`config.mk`:
```
export PLATFORM = sky130hd
export DESIGN_NAME = ecache_fast_ctrl
export DESIGN_NICKNAME = d
export VERILOG_FILES = /design/src/rtl/ecache_pkg.sv /design/src/rtl/ecache_access_timer.sv /design/src/rtl/ecache_tag_check.sv /design/src/rtl/ecache_seq.sv /design/src/rtl/ecache_fast_ctrl.sv
export SDC_FILE = /design/constraint.sdc
export NUM_CORES = 1
export LEC_CHECK = 0
export BUFFER_PORTS_ARGS = -buffer_cell sky130_fd_sc_hd__buf_2
export CORE_UTILIZATION = 39
export DETAILED_ROUTE_END_ITERATION = 12
export GPL_TIMING_DRIVEN = 1
export PLACE_DENSITY = 0.67
export SLEW_MARGIN = 5
export SYNTH_ARGS = -nofsm -noshare
export SYNTH_HDL_FRONTEND = slang
export SYNTH_HIERARCHICAL = 1
export SYNTH_SLANG_ARGS = --single-unit
```
`constraint.sdc`:
```
create_clock -name clk -period 8.55 [get_ports clk]
set_clock_uncertainty 0.15 [all_clocks]
set_input_delay 0.855 -clock clk [delete_from_list [all_inputs] [get_ports clk]]
set_output_delay 0.855 -clock clk [all_outputs]
set_load 0.05 [all_outputs]
```
`src/rtl/ecache_pkg.sv`:
```
package ecache_pkg;
  typedef enum logic [2:0] {
    S_IDLE = 3'd0,
    S_RD0  = 3'd1,
    S_RD1  = 3'd2,
    S_WPRB = 3'd3,
    S_WR   = 3'd4,
    S_SYS  = 3'd5,
    S_RSP  = 3'd6
  } ec_state_t;
endpackage

```
`src/rtl/ecache_access_timer.sv`:
```
module ecache_access_timer #(
  parameter int SPDW = 3
) (
  input  logic            clk,
  input  logic            rst_n,
  input  logic            start,
  input  logic            run,
  input  logic [SPDW-1:0] limit,
  output logic            last
);
  logic [SPDW-1:0] cnt;

  assign last = run && (cnt == limit);

  always_ff @(posedge clk or negedge rst_n) begin
    if (!rst_n)            cnt <= '0;
    else if (start)        cnt <= '0;
    else if (run && !last) cnt <= cnt + 1'b1;
  end

  // a window never counts beyond its sampled length
  a_r1_cnt_in_window: assert property (@(posedge clk) disable iff (!rst_n)
    run |-> cnt <= limit);
endmodule

```
`src/rtl/ecache_tag_check.sv`:
```
module ecache_tag_check #(
  parameter int TAGW = 8
) (
  input  logic [TAGW-1:0] stored_tag,
  input  logic            stored_valid,
  input  logic [TAGW-1:0] want_tag,
  output logic            hit
);
  // both the tag match and the valid bit are required
  assign hit = stored_valid && (stored_tag == want_tag);
endmodule

```
`src/rtl/ecache_seq.sv`:
```
module ecache_seq
  import ecache_pkg::*;
(
  input  logic      clk,
  input  logic      rst_n,
  input  logic      accept,
  input  logic      is_write,
  input  logic      last,
  input  logic      hit,
  input  logic      sys_ack,
  input  logic      rsp_ack,
  output ec_state_t state,
  output logic      start
);
  ec_state_t nxt;

  always_comb begin
    nxt   = state;
    start = 1'b0;
    unique case (state)
      S_IDLE: if (accept) begin
        nxt   = is_write ? S_WPRB : S_RD0;
        start = 1'b1;
      end
      S_RD0: if (last) begin
        if (hit) begin
          nxt   = S_RD1;
          start = 1'b1;
        end else begin
          nxt = S_SYS;
        end
      end
      S_RD1: if (last) nxt = S_RSP;
      S_WPRB: if (last) begin
        if (hit) begin
          nxt   = S_WR;
          start = 1'b1;
        end else begin
          nxt = S_SYS;
        end
      end
      S_WR:  if (last) nxt = S_RSP;
      S_SYS: if (sys_ack) nxt = S_RSP;
      S_RSP: if (rsp_ack) nxt = S_IDLE;
      default: nxt = S_IDLE;
    endcase
  end

  always_ff @(posedge clk or negedge rst_n) begin
    if (!rst_n) state <= S_IDLE;
    else        state <= nxt;
  end

  // an accepted request always leaves idle
  a_r9_leave_idle: assert property (@(posedge clk) disable iff (!rst_n)
    (state == S_IDLE && accept) |=> state != S_IDLE);
endmodule

```
`src/rtl/ecache_fast_ctrl.sv`:
```
module ecache_fast_ctrl
  import ecache_pkg::*;
#(
  parameter int DW   = 32,
  parameter int TAGW = 8,
  parameter int IDXW = 4,
  parameter int SPDW = 3
) (
  input  logic                   clk,
  input  logic                   rst_n,
  input  logic [SPDW-1:0]        cfg_rd_spd,
  input  logic [SPDW-1:0]        cfg_wr_spd,
  input  logic                   req_valid,
  output logic                   req_ready,
  input  logic                   req_write,
  input  logic [TAGW+IDXW:0]     req_addr,
  input  logic [DW-1:0]          req_wdata,
  input  logic [DW/8-1:0]        req_be,
  output logic                   rsp_valid,
  input  logic                   rsp_ready,
  output logic                   rsp_hit,
  output logic [2*DW-1:0]        rsp_data,
  output logic                   sysreq_valid,
  input  logic                   sysreq_ready,
  output logic                   sysreq_write,
  output logic [TAGW+IDXW-1:0]   sysreq_addr,
  output logic [IDXW-1:0]        tag_idx,
  input  logic [TAGW-1:0]        tag_rd_tag,
  input  logic                   tag_rd_valid,
  output logic                   dirty_set,
  output logic [IDXW:0]          dat_addr,
  output logic                   dat_oe_n,
  output logic                   dat_we,
  output logic [DW/8-1:0]        dat_be,
  output logic [DW-1:0]          dat_wdata,
  input  logic [DW-1:0]          dat_rdata
);
  localparam int BEW   = DW / 8;
  localparam int AW    = TAGW + IDXW + 1;
  localparam int TAG_LO = IDXW + 1;

  ec_state_t       state;
  logic            start, last, hit, accept, run;
  logic [SPDW-1:0] limit;

  logic            r_write, r_beat, r_hit;
  logic [TAGW-1:0] r_tag;
  logic [IDXW-1:0] r_idx;
  logic [DW-1:0]   r_wdata, r_b0, r_b1;
  logic [BEW-1:0]  r_be;
  logic [SPDW-1:0] r_rd_lat, r_wr_lat;

  assign req_ready = (state == S_IDLE);
  assign accept    = req_valid && req_ready;
  assign run       = (state == S_RD0) || (state == S_RD1) ||
                     (state == S_WPRB) || (state == S_WR);
  assign limit     = (state == S_WR) ? r_wr_lat : r_rd_lat;

  ecache_seq u_seq (
    .clk     (clk),
    .rst_n   (rst_n),
    .accept  (accept),
    .is_write(req_write),
    .last    (last),
    .hit     (hit),
    .sys_ack (sysreq_valid && sysreq_ready),
    .rsp_ack (rsp_valid && rsp_ready),
    .state   (state),
    .start   (start)
  );

  ecache_access_timer #(.SPDW(SPDW)) u_timer (
    .clk  (clk),
    .rst_n(rst_n),
    .start(start),
    .run  (run),
    .limit(limit),
    .last (last)
  );

  ecache_tag_check #(.TAGW(TAGW)) u_tag (
    .stored_tag  (tag_rd_tag),
    .stored_valid(tag_rd_valid),
    .want_tag    (r_tag),
    .hit         (hit)
  );

  always_ff @(posedge clk or negedge rst_n) begin
    if (!rst_n) begin
      r_write  <= 1'b0;
      r_beat   <= 1'b0;
      r_hit    <= 1'b0;
      r_tag    <= '0;
      r_idx    <= '0;
      r_wdata  <= '0;
      r_be     <= '0;
      r_b0     <= '0;
      r_b1     <= '0;
      r_rd_lat <= '0;
      r_wr_lat <= '0;
    end else begin
      if (accept) begin
        r_write  <= req_write;
        r_beat   <= req_addr[0];
        r_idx    <= req_addr[IDXW:1];
        r_tag    <= req_addr[AW-1:TAG_LO];
        r_wdata  <= req_wdata;
        r_be     <= req_be;
        r_rd_lat <= cfg_rd_spd;
        r_wr_lat <= cfg_wr_spd;
        r_hit    <= 1'b0;
        r_b0     <= '0;
        r_b1     <= '0;
      end
      if ((state == S_RD0 || state == S_WPRB) && last) begin
        r_hit <= hit;
        if (state == S_RD0 && hit) r_b0 <= dat_rdata;
      end
      if (state == S_RD1 && last) r_b1 <= dat_rdata;
    end
  end

  assign tag_idx      = r_idx;
  assign dat_addr     = {r_idx, (state == S_RD1) ? 1'b1 :
                                (state == S_WR)  ? r_beat : 1'b0};
  assign dat_oe_n     = !((state == S_RD0) || (state == S_RD1));
  assign dat_we       = (state == S_WR);
  assign dat_be       = r_be;
  assign dat_wdata    = r_wdata;
  assign dirty_set    = (state == S_WR) && last;
  assign sysreq_valid = (state == S_SYS);
  assign sysreq_write = r_write;
  assign sysreq_addr  = {r_tag, r_idx};
  assign rsp_valid    = (state == S_RSP);
  assign rsp_hit      = r_hit;
  assign rsp_data     = {r_b1, r_b0};

  // reading and writing the data RAM never overlap
  a_r8_oe_not_with_we: assert property (@(posedge clk) disable iff (!rst_n)
    !dat_oe_n |-> !dat_we);
  // dirty is only set together with a data store
  a_r5_dirty_with_store: assert property (@(posedge clk) disable iff (!rst_n)
    dirty_set |-> dat_we);
  // a block request leaves the data RAM idle
  a_r7_miss_no_ram: assert property (@(posedge clk) disable iff (!rst_n)
    sysreq_valid |-> (dat_oe_n && !dat_we && !dirty_set));
  // one access at a time
  a_r9_busy_after_accept: assert property (@(posedge clk) disable iff (!rst_n)
    (req_valid && req_ready) |=> !req_ready);
  // response back-pressure holds the payload
  a_r10_rsp_hold: assert property (@(posedge clk) disable iff (!rst_n)
    (rsp_valid && !rsp_ready) |=> (rsp_valid && $stable(rsp_data) && $stable(rsp_hit)));
  // block request back-pressure holds the payload
  a_r10_sys_hold: assert property (@(posedge clk) disable iff (!rst_n)
    (sysreq_valid && !sysreq_ready) |=> (sysreq_valid && $stable(sysreq_addr)));
  // a hit response never coincides with a pending block request
  a_r2_rsp_excl_sys: assert property (@(posedge clk) disable iff (!rst_n)
    $countones({rsp_valid, sysreq_valid, !dat_oe_n}) <= 1);
endmodule

```
==> flow_summary.toml, run 1 <==
[run_status]
status = "finished clean"

[floorplan]
die_area_um2 = 14500
start_util = 0.407
die-width_um = 120
core_um2 = 13500
std_cell_rows = 42
die_height_um = 120
io_pins = 231

[sta]
setup_viol = 0
fin_crit_sh = 0.546
hold_viol = 0
fin_ws_ps = 3880
tns_ps = 0
worst_pin_slew_ps = 1160
maxSlewViolCount = 0
period_needed_ps = 4670
rsz0062_at_grt = "no"
slew_headroom = 0.217
clock.fmax_mhz = 214

[placed_design]
dpl.cell_count = 779
port_buffers = 230
pre_cts_slack_ps = 4030
dpl_cell_area_um2 = 6690
hpwl_um = 8950
gp_congestion = 0.883

[logic_synthesis]
syn-cell-area_um2 = 5470
yosys_register_bits = 127
yosys.cell_count.top_type = "dfrtp_1"
yosysWarnings = 6
yosysSeqAreaShare = 0.581
yosys.area.top_type = "dfrtp_1"
syn_inst = 402
synthDistinctLibCells = 38
ys.flop_type = "dfrtp_1"
syn_area_per_cell_um2 = 13.6
yosysTopAreaCellShare = 0.581
synth-edff-count = 0
synth_nets = 505
synthTopCellsByCount = "dfrtp_1 (127), mux2_2 (92), nor2b_1 (37)"
async_flop_share = 1.00
yosys-top-cells-area = "dfrtp_1 (58%), mux2_2 (19%), a22o_1 (5.1%), nor2b_1 (4.2%), buf_4 (2.3%)"

[layout]
seqCellArea_um2 = 3180
multi_input_area_um2 = 2100
fin_area_um2 = 7280
syn2layout_area_growth_pct = 33.1
fin_cells = 811
nNetsFinal = 725
drive_above_1_share = 0.570
diodes = 0
n_fill_cell = 1197

[grt]
grt_max_degree = 91
overflow = 0
grt_pass1_wl_um = 20700
grt_pass1_vias = 4184
grt_usage = 0.184
antenna_found_initial = 0

[pwr]
power_frac_comb = 0.484
swShare = 0.466
p_seq_frac = 0.297
netSwitchingPower_mw = 1.53
powerDensity_nw_per_um2 = 450
ir_worst_vdd_v = 0.000219
clockPowerShare = 0.219
p_leak_nw = 3.82
p_int_mw = 1.75
power.total_mw = 3.27

[clock_tree]
insertion_delay_ps = 400
clk_pin_slew_worst_paths_ps = 50
cts_setup_buffers = 0
root_buffer = "clkbuf_16"
holdBufCountCts = 0
cts_buffers = 17
cts.sinks = 127
cts_max_level = 4
ctsResizeCount = 0
cts.path.max_buffers = 2
cts_tree = "yes"

[worst_setup_path]
cp-startpoint = "u_seq/state[0]"
r2r-start = "u_seq/state[0]"
path_max_fanout = 20
worstPathRequired_ps = 7550
critPathLaunchType = "flop"
cp-end-kind = "output pin"
crit_type = "reg -> out"
arrival_ps = 3670

[detailed_routing]
routed_wire_length_per_instance_um = 15.6
dr_total_vias = 4022
viasPerCell = 4.96
drt_wl_total_um = 12700
antenna_left = 0
firstDrtPassIters = 4
drc = 0
first_iter_violations = 144

[min_path]
hp-start = "r_b1[7]"
hold_class = "reg -> reg"

[job]
cap_violations = 0
[sequential cells by signal, summed over array words and instances (netlist names)]
name	count
dat_wdata	32
r_b0	32
r_b1	32
r_tag	8
dat_be	4
tag_idx	4
r_rd_lat	3
r_wr_lat	3
u_seq/state	3
u_timer/cnt	3
r_beat	1
rsp_hit	1
sysreq_write	1
[through the flow]
step,hold WS (ps),utilization
finish,343,0.541
CTS,347,0.541
global placement,329,0.497
floorplan,325,-
global route,361,0.541
detailed placement,327,0.497
[area by class of cell]
class | instances | area share
sequential | 127 | 0.436
multi-input combinational | 240 | 0.288
timing repair buffer | 234 | 0.163
clock buffer | 20 | 0.0627
tap | 176 | 0.0302
clock inverter | 12 | 0.0194
inverter | 2 | 0.00103
[path summary, 6_finish.rpt]
path / to / slack (ps) / depth (start not counted)
worst max-delay path: dirty_set / 3880 / 7
worst min-delay path: r_b1[7] / 340 / 1
worst max register to register: r_b0[25] / 3990 / 8
worst min register to register: r_b1[7] / 340 / 1
max in group asynchronous: r_b1[19] / 6520 / 2
min in group asynchronous: dat_wdata[2] / 370 / 1
[cell usage in the layout (no fill, tap or decap), types with 4 or more instances in the layout]
cell and instances:
nor2_1 5, a22o_1 32, clkbuf_16 17, mux2_2 92
nand3_1 4, nand2_1 9, buf_2 229, dfrtp_1 127
and3_1 4, xnor2_1 12, o21ai_0 10, clkinv_2 7
buf_4 5, nor2b_1 37
[routing by layer]
metal  wire length (um)  global-route usage  vias up
met1               5280               0.221     1968
met5                  0                   0        -
met2               6240               0.308      172
li1                   -                   -     1867
met4                193              0.0772        0
met3                972              0.0509       15
[power groups by stage]
| stage | logic (mW) | clock network, mW | registers (mW) |
|---|---|---|---|
| 6_report | 1.59 | 0.716 | 0.973 |
| 5_1_grt | 1.67 | 0.766 | 1.01 |
| 4_1_cts | 1.60 | 0.737 | 0.974 |
| 3_5_place_dp | 1.59 | 0 | 0.981 |
| 3_3_place_gp | 1.56 | 0 | 0.970 |
| 2_1_floorplan | 0.648 | 0 | 1.59 |
[critical path: stages (launching register included)]
cell,delay (ps)
dfrtp_1,760
nor2_1,170
nand2_1,190
mux2_2,390
xor2_1,190
nor4_1,990
and3_1,310
buf_2,270
[logic make-up (layout without fill, tap and decap cells)]
family,Yosys count,in the layout,share of synthesized area
XOR/XNOR,15,15,0.0240
buffers and inverters,35,268,0.0412
flip-flops,127,127,0.581
adder cells (fa/ha/maj),1,1,0.00229
AND/OR/NAND/NOR,76,76,0.0839
AO/OA/AOI/OAI,56,56,0.0786
multiplexers,92,92,0.189
Power figures use the tool's default switching activity.
==> run 2, diff against run 1 <==
--- a/config.mk
+++ b/config.mk
@@ -9,7 +9,7 @@
 export CORE_UTILIZATION = 39
 export DETAILED_ROUTE_END_ITERATION = 12
 export GPL_TIMING_DRIVEN = 1
-export PLACE_DENSITY = 0.67
+export PLACE_DENSITY = 0.7
 export SLEW_MARGIN = 5
 export SYNTH_ARGS = -nofsm -noshare
 export SYNTH_HDL_FRONTEND = slang
==> constraint.sdc (replaced) <==
create_clock -name clk -period 4 [get_ports clk]
set_clock_uncertainty 0.15 [all_clocks]
set_input_delay 0.4 -clock clk [delete_from_list [all_inputs] [get_ports clk]]
set_output_delay 0.4 -clock clk [all_outputs]
set_load 0.05 [all_outputs]
==> run 2 against run 1 <==
  * Via count is 0.42% higher
  * First-iteration DRC count rose by 26%
  * Global-route usage is 0.37 points higher
  * Critical path type unchanged
  * Sequential power up 110%
  * Sequential share of layout area is 0.52 points lower
  * Clock power up 130%
==> flow_summary.toml, run 2 (same netlist as run 1, synthesis figures left out) <==
[detailed_routing]
drt-met1-wl_um = 5340
routed_wire_length_per_instance_um = 15.7
drc = 0
dr_total_vias = 4039
firstDrtPassIters = 4
drt_wl_total_um = 12800
viasPerCell = 4.94
routed.top_layer = "met4"
wl_met3_um = 1030
first_iter_violations = 182
antenna_left = 0
wl_met2_um = 6300

[layout]
final_cell_mix = "buf_2 (229), dfrtp_1 (127), mux2_2 (92)"
drive_above_1_share = 0.572
nNetsFinal = 732
final_common_cell = "buf_2"
syn2layout_area_growth_pct = 34.7
diodes = 0

[worst_setup_path]
r2r-start = "u_seq/state[1]"
worstPathRequired_ps = 3450
worstReg2RegEnd = "r_b1[19]"
critPathLaunchType = "flop"
cp-end-kind = "output pin"
path_max_fanout = 17
ff2ff_path_depth = 10
crit_type = "reg -> out"
arrival_ps = 2900
r2r_setup_slack_ps = 640

[floorplan]
core_um2 = 13500
die_height_um = 120
std_cell_rows = 42
die_area_um2 = 14500
die-width_um = 120
io_pins = 231
start_util = 0.407

[sta]
clock.fmax_mhz = 290
whs_ps = 24.1
rsz0062_at_grt = "no"
tns_ps = 0
worst_pin_slew_ps = 1050
slew_headroom = 0.302
hold_viol = 0
setup_viol = 0
maxSlewViolCount = 0
period_needed_ps = 3450
fin_crit_sh = 0.863

[grt]
grt_usage = 0.187
grt_max_degree = 86
overflow = 0
antenna_found_initial = 0
grt_pass1_wl_um = 20900
grt_pass1_vias = 4187

[pwr]
ir_worst_vdd_v = 0.000559
powerDensity_nw_per_um2 = 969
p_leak_nw = 3.86

[clock_tree]
holdBufCountCts = 0
root_buffer = "clkbuf_16"
insertion_delay_ps = 410
cts.path.max_buffers = 2
cts_tree = "yes"
cts_max_level = 4
cts_buffers = 17
cts_setup_buffers = 0
cts.sinks = 127
clk_pin_slew_worst_paths_ps = 60
ctsResizeCount = 0

[run_status]
status = "finished clean"

[placed_design]
port_buffers = 230
hpwl_um = 9180
gp_congestion = 0.766

[min_path]
hold_class = "in -> async"

[job]
cap_violations = 0
## run 2: changes by cell type in the layout (fill, tap and decap cells not counted)
cell and delta:
clkbuf_1 +2, clkinv_2 -5, inv_6 +1, clkbuf_8 +1
buf_4 +7, bufinv_16 +1
## run 2: area by class of cell
class | instances | area, um^2
Clock buffer | 23 | 478
Clock inverter | 9 | 155
Fill cell | 1164 | 6080
Inverter | 2 | 7.51
Multi-Input combinational cell | 240 | 2100
Sequential cell | 127 | 3180
Tap cell | 176 | 220
Timing Repair Buffer | 241 | 1240
## run 2: worst max path at each step
stage,start,end,slack (ps)
finish,u_seq/state[1],dirty_set,550
CTS,u_seq/state[1],dirty_set,530
detailed placement,u_seq/state[1],r_b1[19],640
global placement,u_seq/state[1],r_b1[22],720
floorplan,u_seq/state[0],r_b0[10],860
global route,u_seq/state[1],dirty_set,330
## run 2: critical path, cell delays in order, from the launching register on
cell and delay [ps]:
dfrtp_1 660, nor2_1 160, nand2_1 180, mux2_2 390, xor2_1 190, nor4_1 280
buf_4 200, and3_1 170, buf_2 260
## run 2: metal layers
| layer | track usage | up-vias |
|---|---|---|
| met5 | 0 | - |
| met4 | 0.0741 | 0 |
| met3 | 0.0608 | 12 |
| met2 | 0.312 | 180 |
| met1 | 0.224 | 1964 |
| li1 | - | 1883 |
## run 2: stage by stage
stage / area, um^2 / util / power [mW] / worst slack (ps) / instances
after global routing: 7370 / 0.548 / 7.50 / 325 / 818
after CTS: 7370 / 0.548 / 7.21 / 531 / 818
after detailed placement: 6740 / 0.501 / 5.54 / 639 / 786
after floorplan: 5470 / - / 4.79 / 861 / 402
final: 7370 / 0.548 / 7.14 / 548 / 818
after global placement: 6740 / 0.501 / 5.46 / 725 / 786
## run 2: where the power goes
group / internal (mW) / total, mW / leakage, nW / switching [mW]
clock: 1.09 / 1.64 / 0.308 / 0.544
sequential: 1.75 / 2.04 / 1.64 / 0.291
combinational: 1.00 / 3.46 / 1.91 / 2.46
